### src/rtl/dtt_pkg.sv
// Shared types for the timed-transition delay timer.
// Assumes: nothing beyond IEEE 1800-2017 synthesizable constructs.
package dtt_pkg;

    // Phase of the timed transition: waiting for a token, timing it, delay elapsed.
    typedef enum logic [1:0] {
        PH_IDLE  = 2'd0,
        PH_COUNT = 2'd1,
        PH_FIRED = 2'd2
    } dtt_phase_t;

endpackage

### src/rtl/dtt_prescale.sv
// Prescaler: divides the clock by PRE_DIV, producing a one-cycle enable.
// Assumes: PRE_DIV >= 2. The count is held at zero while en is low, so the
// first pulse after enabling is exactly PRE_DIV cycles later.
module dtt_prescale #(
    parameter int unsigned PRE_DIV = 15
) (
    input  logic clk,
    input  logic rst_n,
    input  logic en,
    output logic tick
);
    localparam int unsigned PW = (PRE_DIV > 1) ? $clog2(PRE_DIV) : 1;
    localparam logic [PW-1:0] P_LAST = PW'(PRE_DIV - 1);

    logic [PW-1:0] pcnt;

    // Phase counter: wraps from the last value back to zero instead of stepping on.
    always_ff @(posedge clk) begin
        if (!rst_n || !en) begin
            pcnt <= '0;
        end else if (pcnt == P_LAST) begin
            pcnt <= '0;
        end else begin
            pcnt <= pcnt + 1'b1;
        end
    end

    // Pulse output: high during the last phase of each division period.
    always_comb begin
        tick = en && (pcnt == P_LAST);
    end
endmodule

### src/rtl/dtt_seconds.sv
// Modulo-N unit counter: counts time-base ticks and flags the Nth one.
// Assumes: NUNITS >= 1, and ticks are single-cycle enables.
module dtt_seconds #(
    parameter int unsigned NUNITS = 20
) (
    input  logic clk,
    input  logic rst_n,
    input  logic clr,
    input  logic tick,
    output logic done
);
    localparam int unsigned SW = (NUNITS > 1) ? $clog2(NUNITS) : 1;
    localparam logic [SW-1:0] S_LAST = SW'(NUNITS - 1);

    logic [SW-1:0] scnt;

    // Unit count: clears on request, wraps modulo NUNITS on each tick.
    always_ff @(posedge clk) begin
        if (!rst_n || clr) begin
            scnt <= '0;
        end else if (tick) begin
            if (scnt == S_LAST) begin
                scnt <= '0;
            end else begin
                scnt <= scnt + 1'b1;
            end
        end
    end

    // Terminal flag: the tick that completes the last unit.
    always_comb begin
        done = tick && (scnt == S_LAST);
    end
endmodule

### src/rtl/dtt_ctrl.sv
// Run control: arms on a trigger, enters the fired phase on completion,
// and returns to idle on stop, which takes priority over everything.
// Assumes: trig and stop are synchronous to clk.
module dtt_ctrl
    import dtt_pkg::*;
(
    input  logic clk,
    input  logic rst_n,
    input  logic trig,
    input  logic stop,
    input  logic done,
    output logic active,
    output logic fired
);
    dtt_phase_t phase, phase_nx;

    // Next phase: stop wins, triggers count only when idle.
    always_comb begin
        phase_nx = phase;
        if (stop) begin
            phase_nx = PH_IDLE;
        end else begin
            unique case (phase)
                PH_IDLE:  if (trig) phase_nx = PH_COUNT;
                PH_COUNT: if (done) phase_nx = PH_FIRED;
                PH_FIRED: phase_nx = PH_FIRED;
                default:  phase_nx = PH_IDLE;
            endcase
        end
    end

    // Phase register.
    always_ff @(posedge clk) begin
        if (!rst_n) begin
            phase <= PH_IDLE;
        end else begin
            phase <= phase_nx;
        end
    end

    // Decoded outputs from the registered phase.
    always_comb begin
        active = (phase == PH_COUNT);
        fired  = (phase == PH_FIRED);
    end
endmodule

### src/rtl/delay_transition_timer.sv
// Timed transition: after a trigger, waits PRE_DIV*DELAY_SECS clock cycles,
// then holds fire_o high until stop. Stop also clears all timing state.
// Assumes: one clock domain, synchronous active-low reset, PRE_DIV >= 2,
// DELAY_SECS >= 1.
module delay_transition_timer #(
    parameter int unsigned PRE_DIV    = 15,
    parameter int unsigned DELAY_SECS = 20
) (
    input  logic clk,
    input  logic rst_n,
    input  logic trig_i,
    input  logic stop_i,
    output logic fire_o,
    output logic base_tick_o
);
    logic active;
    logic fired;
    logic tick;
    logic done;
    logic units_clr;

    dtt_ctrl u_ctrl (
        .clk    (clk),
        .rst_n  (rst_n),
        .trig   (trig_i),
        .stop   (stop_i),
        .done   (done),
        .active (active),
        .fired  (fired)
    );

    dtt_prescale #(.PRE_DIV(PRE_DIV)) u_pre (
        .clk   (clk),
        .rst_n (rst_n),
        .en    (active),
        .tick  (tick)
    );

    // Unit counter clear: any time the timer is not counting.
    always_comb begin
        units_clr = stop_i || !active;
    end

    dtt_seconds #(.NUNITS(DELAY_SECS)) u_units (
        .clk   (clk),
        .rst_n (rst_n),
        .clr   (units_clr),
        .tick  (tick),
        .done  (done)
    );

    // Port drive.
    always_comb begin
        fire_o      = fired;
        base_tick_o = tick;
    end
endmodule

### config.mk
export PLATFORM = sky130hd
export DESIGN_NAME = delay_transition_timer
export DESIGN_NICKNAME = d
export VERILOG_FILES = /design/src/rtl/dtt_pkg.sv /design/src/rtl/dtt_prescale.sv /design/src/rtl/dtt_seconds.sv /design/src/rtl/dtt_ctrl.sv /design/src/rtl/delay_transition_timer.sv
export SDC_FILE = /design/constraint.sdc
export NUM_CORES = 1
export LEC_CHECK = 0
export BUFFER_PORTS_ARGS = -buffer_cell sky130_fd_sc_hd__clkbuf_2
export CELL_PAD_IN_SITES_DETAIL_PLACEMENT = 1
export CELL_PAD_IN_SITES_GLOBAL_PLACEMENT = 2
export CORE_MARGIN = 2
export CORE_UTILIZATION = 33
export DETAILED_ROUTE_END_ITERATION = 6
export PLACE_DENSITY = 0.7
export SLEW_MARGIN = 10
export SYNTH_ARGS = -nofsm -noshare
export SYNTH_HDL_FRONTEND = slang
export SYNTH_SLANG_ARGS = --single-unit
export TNS_END_PERCENT = 20
### constraint.sdc
create_clock -name clk -period 1.83 [get_ports clk]
set_input_delay 0.366 -clock clk [delete_from_list [all_inputs] [get_ports clk]]
set_output_delay 0.366 -clock clk [all_outputs]
set_load 0.01 [all_outputs]
==> flow_metrics.env, run 1 <==
export IMPL_dieArea_um2=2050
export IMPL_die_h_um=45.3
export IMPL_worst_ep_arrival_time_ns=1.28
export IMPL_diodes=0
export IMPL_ys_types=22
export IMPL_nFillCells=197
export IMPL_antenna_found_initial=0
export IMPL_post_cts_setup_buffers=0
export IMPL_drive_gt1_frac=0.157
export IMPL_async_reset_ff_frac=0
export IMPL_syn_nets=71
export IMPL_min_from="trig_i"
export IMPL_cts_root_buf="clkbuf_4"
export IMPL_grt_pass1_wl_mm=1.97
export IMPL_synthTopCellsByArea="dfxtp_1, ha_1, nor2_1"
export IMPL_hold_violations=0
export IMPL_drv_slew=0
export IMPL_synth_cells=61
export IMPL_avgSynthCellArea_um2=9.23
export IMPL_ys_seq_area_frac=0.391
export IMPL_finalClockSkew_ns=0.000831
export IMPL_htree_levels=1
export IMPL_fp_row_count=14
export IMPL_rsz0062_at_grt="false"
export IMPL_route_detailed_drc=0
export IMPL_fin_setup_tns_ns=0
export IMPL_via_per_inst=5.01
export IMPL_io_buffers=5
export IMPL_fmax_mhz=606
export IMPL_vias=431
export IMPL_ys_ff_latch=11
export IMPL_ant_nets=0
export IMPL_grtUsageTotal=0.138
export IMPL_place_inst=82
export IMPL_cts_path_max_buffers=2
export IMPL_timing_rr_start="u_pre.pcnt[0]"
export IMPL_hold_path_depth=3
export IMPL_nets=81
export IMPL_cp_required_ns=1.46
export IMPL_vdd_ir_drop_max_mv=0.373
export IMPL_clock_latency_ns=0.26
export IMPL_overflow=0
export IMPL_multiInputGateArea_um2=328
export IMPL_instances_no_fill=86
export IMPL_worstSetupPathType="reg -> out"
export IMPL_tritoncts="built"
export IMPL_wl_per_cell_um=12.7
export IMPL_outcome="complete, no violations"
export IMPL_cts_sinks=11
export IMPL_relSlewSlack=0.814
export IMPL_ctsHoldBuffers=0
export IMPL_power_density_nw_per_um2=693
export IMPL_path_clk_slew_ns=0.08
export IMPL_ff_latch_area_um2=220
export IMPL_cp_start_kind="register"
export IMPL_yosysTopAreaCell="dfxtp_1"
export IMPL_start_util=0.361
export IMPL_numCtsBuffers=3
export IMPL_synth_common_cells="dfxtp_1, nor2_1, ha_1, a21oi_1, inv_1"
export IMPL_wirelength_mm=1.09
export IMPL_grt_pass1_vias=465
export IMPL_synth_edff_count=0
export IMPL_setup_viol=0
export IMPL_endpoint_kind="output port"
export IMPL_hpwl_um=881
export IMPL_area_growth_pct=12.7
export IMPL_die_w_um=45.3
export IMPL_grt_max_degree=7
export IMPL_first_iter_violations=1
export IMPL_period_minus_slack_ns=1.65
export IMPL_timing_max_cap_violations=0
export IMPL_synth_top_cell_area_share=0.391
export IMPL_yosys_warnings=0
export IMPL_leakage_nw=0.262
export IMPL_cp_max_fo=4
export IMPL_yosysMostFrequentCell="dfxtp_1"
export IMPL_postCtsResizedCells=0
export IMPL_coreArea_um2=1560
export IMPL_rr_endpoint="u_ctrl.phase[1]"
export IMPL_routabilityCongestion=0.669
export IMPL_fin_crit_sh=0.902
export IMPL_dr_pass1_iters=3
export IMPL_pin_count=6
export IMPL_netlist_area_um2=563
export IMPL_tightestPinTransition_ns=0.278
export IMPL_reg2reg_depth=5
export IMPL_r2r_slack_ns=0.38
export IMPL_hold_class="in -> reg"
export IMPL_hold_path_end="u_ctrl.phase[0]"
export IMPL_ys_flop_type="dfxtp_1"
[cell usage in the layout, fill, tap and decap left out, types with 2 or more instances in the layout]
master,count
xor2_1,2
dfxtp_1,11
nor2_1,10
a21oi_1,4
ha_1,6
clkbuf_2,5
clkbuf_4,3
inv_1,4
nor3_1,2
nand2_1,2
mux2i_1,2
nand4_1,2
nor2b_1,2
o21ai_1,2
nand3_1,3
[final cells by class]
cell class / instances / area share
multi-input combinational: 46 / 0.517
clock buffer: 4 / 0.0414
sequential: 11 / 0.347
inverter: 4 / 0.0237
tap: 16 / 0.0316
timing repair buffer: 5 / 0.0394
[worst max-delay path by stage]
| stage | from | endpoint | slack, ns | cells after the start |
|---|---|---|---|---|
| 3_3_place_gp | u_pre.pcnt[0] | u_ctrl.phase[0] | 0.42 | 6 |
| 6_report | u_pre.pcnt[0] | base_tick_o | 0.18 | 5 |
| 5_1_grt | u_pre.pcnt[0] | base_tick_o | 0.04 | 5 |
| 3_5_place_dp | u_pre.pcnt[0] | u_ctrl.phase[0] | 0.39 | 6 |
| 2_1_floorplan | u_pre.pcnt[0] | u_ctrl.phase[0] | 0.48 | 6 |
| 4_1_cts | u_pre.pcnt[0] | base_tick_o | 0.16 | 5 |
[metal layers]
layer | vias to the layer above | GRT usage | share of wire
li1 | 227 | - | -
met1 | 199 | 0.178 | 0.54
met2 | 3 | 0.211 | 0.43
met3 | 2 | 0.0360 | 0.017
met4 | 0 | 0.0706 | 0.013
met5 | - | 0 | 0
[worst max-delay path, cell delays in order, from the launching register on]
cell      delay, ns
dfxtp_1        0.34
inv_1          0.06
ha_1           0.17
nand3_1        0.16
nor2_1         0.14
clkbuf_2       0.14
[metrics by stage]
stage | total power (W) | util | hold slack [ns] | area, µm² | setup WS [ns]
final | 0.000440 | 0.407 | 0.399 | 634 | 0.180
after global routing | 0.000461 | 0.407 | 0.407 | 634 | 0.0404
after CTS | 0.000445 | 0.407 | 0.396 | 634 | 0.155
after detailed placement | 0.000274 | 0.390 | 0.458 | 608 | 0.386
after global placement | 0.000273 | 0.390 | 0.445 | 608 | 0.422
after floorplan | 0.000266 | - | 0.430 | 563 | 0.476
[registers in the layout (all words and copies together) (netlist names)]
| register | count |
|---|---|
| u_ctrl.phase | 2 |
| u_units.scnt | 5 |
| u_pre.pcnt | 4 |
[cell families after synthesis]
logic type,share of synthesized area
multiplexers,0.0356
XOR/XNOR,0.0467
AO/OA/AOI/OAI,0.0978
buffers and inverters,0.0267
adder cells (fa/ha/maj),0.133
flip-flops,0.391
AND/OR/NAND/NOR,0.269
[report_power, final]
group	total (W)	switching, W	internal (W)
sequential	0.000244	0.00000214	0.000241
clock	0.000172	0.0000876	0.0000842
combinational	0.0000243	0.0000130	0.0000113
total	0.000440	0.000103	0.000337
Power figures use the tool's default switching activity.
==> run 2, diff against run 1 <==
--- a/config.mk
+++ b/config.mk
@@ -5,7 +5,7 @@
 export SDC_FILE = /design/constraint.sdc
 export NUM_CORES = 1
 export LEC_CHECK = 0
-export BUFFER_PORTS_ARGS = -buffer_cell sky130_fd_sc_hd__clkbuf_2
+export BUFFER_PORTS_ARGS = -buffer_cell sky130_fd_sc_hd__buf_4
 export CELL_PAD_IN_SITES_DETAIL_PLACEMENT = 1
 export CELL_PAD_IN_SITES_GLOBAL_PLACEMENT = 2
 export CORE_MARGIN = 2
==> run 2 against run 1 <==
Worst setup slack lost 0.0042 ns. Clock-buffer cell count is the same. Fmax shrank 0.26%. Combinational power grew 7%. Clock power shrank 3%. Die area is the same. Highest routed layer unchanged.
==> flow_metrics.env, run 2 (synthesized netlist as in run 1, its figures left out) <==
export IMPL_intPower_w=0.000339
export IMPL_setup_viol=0
export IMPL_route_detailed_drc=0
export IMPL_grt_pass1_vias=437
export IMPL_rsz0062_at_grt="false"
export IMPL_swShare=0.222
export IMPL_cts_root_buf="clkbuf_4"
export IMPL_finalClockSkew_ns=0.000955
export IMPL_grt_max_degree=7
export IMPL_fin_setup_tns_ns=0
export IMPL_numCtsBuffers=3
export IMPL_fmax_mhz=604
export IMPL_tritoncts="built"
export IMPL_hold_violations=0
export IMPL_drive_gt1_frac=0.157
export IMPL_dieArea_um2=2050
export IMPL_coreArea_um2=1560
export IMPL_first_iter_violations=2
export IMPL_wirelength_mm=1.03
export IMPL_relSlewSlack=0.824
export IMPL_dr_pass1_iters=2
export IMPL_instances_no_fill=86
export IMPL_htree_levels=1
export IMPL_period_minus_slack_ns=1.65
export IMPL_largestRegisters="u_units.scnt: 5 flops, u_pre.pcnt: 4 flops, u_ctrl.phase: 2 flops"
export IMPL_vias=431
export IMPL_vdd_ir_drop_max_mv=0.457
export IMPL_via_per_inst=5.01
export IMPL_timing_max_cap_violations=0
export IMPL_antenna_found_initial=0
export IMPL_hpwl_um=847
export IMPL_nFillCells=202
export IMPL_power_switching_w=0.0000970
export IMPL_overflow=0
export IMPL_outcome="complete, no violations"
export IMPL_tightestPinTransition_ns=0.264
export IMPL_area_growth_pct=14.9
export IMPL_clock_latency_ns=0.27
export IMPL_post_cts_setup_buffers=0
export IMPL_diodes=0
export IMPL_power_density_nw_per_um2=674
export IMPL_io_buffers=5
export IMPL_wl_per_cell_um=11.9
export IMPL_largest_reg_flops=5
export IMPL_ant_nets=0
export IMPL_start_util=0.361
export IMPL_worstSetupPathType="reg -> out"
export IMPL_cts_path_max_buffers=2
export IMPL_hold_class="in -> reg"
export IMPL_fp_row_count=14
export IMPL_fin_util=0.415
export IMPL_grtUsageTotal=0.134
export IMPL_pin_count=6
export IMPL_cp_start_kind="register"
export IMPL_nets=81
export IMPL_drv_slew=0
export IMPL_worst_ep_arrival_time_ns=1.29
export IMPL_endpoint_kind="output port"
export IMPL_p_seq_frac=0.559
export IMPL_mostFrequentLayoutCells="dfxtp_1, nor2_1, ha_1"
export IMPL_cp_max_fo=4
export IMPL_ctsHoldBuffers=0
export IMPL_fin_crit_sh=0.904
export IMPL_path_clk_slew_ns=0.07
export IMPL_pwr_share_comb=0.060
export IMPL_die_h_um=45.3
export IMPL_routabilityCongestion=0.687
export IMPL_die_w_um=45.3
export IMPL_grt_pass1_wl_mm=1.91
export IMPL_cts_sinks=11
export IMPL_final_common_cell="dfxtp_1"
export IMPL_finalPower_w=0.000436
export IMPL_cp_required_ns=1.46
export IMPL_leakage_nw=0.266
export IMPL_pwr_share_clk=0.381
export IMPL_postCtsResizedCells=0
export IMPL_regMostFlops="u_units.scnt"
export IMPL_place_inst=82
==> run 2: worst max-delay path: stages (launching register included) <==
cell,delay (ns)
dfxtp_1,0.37
inv_1,0.06
ha_1,0.21
nand3_1,0.17
nor2_1,0.06
buf_4,0.14
==> run 2: worst paths after layout <==
kind	start	to	slack [ns]	depth (start not counted)
setup / recovery	u_pre.pcnt[0]	base_tick_o	0.18	5
hold / removal	trig_i	u_ctrl.phase[0]	0.41	3
setup reg to reg	u_pre.pcnt[0]	u_ctrl.phase[0]	0.39	6
hold reg to reg	u_pre.pcnt[0]	u_pre.pcnt[0]	0.47	1
==> run 2: power groups by stage <==
stage	Sequential, W	Combinational (W)	Clock [W]
floorplan	0.000249	0.0000170	0
global placement	0.000249	0.0000261	0
detailed placement	0.000249	0.0000265	0
CTS	0.000244	0.0000264	0.000175
global route	0.000244	0.0000298	0.000186
finish	0.000244	0.0000260	0.000166
==> run 2: stage by stage <==
stage	area [µm²]	hold slack, ns	setup slack (ns)
final	647	0.406	0.175
after global routing	647	0.420	0.0501
after CTS	647	0.403	0.165
after detailed placement	621	0.456	0.383
after global placement	621	0.445	0.422
after floorplan	563	0.430	0.476
==> run 2: cell type report <==
class | instances | area [µm²] | share of cell area
Multi-Input combinational cell | 46 | 328 | 0.507
Clock buffer | 4 | 26.3 | 0.0406
Timing Repair Buffer | 5 | 37.5 | 0.0580
Sequential cell | 11 | 220 | 0.340
Tap cell | 16 | 20.0 | 0.0309
Inverter | 4 | 15.0 | 0.0232
==> run 2: per-layer routing <==
layer	wire length, µm	part of all wire	vias up	GRT usage
met4	19	0.019	0	0.0529
li1	-	-	229	-
met2	439	0.43	6	0.200
met5	0	0	-	0
met3	47	0.046	4	0.0720
met1	518	0.51	192	0.162
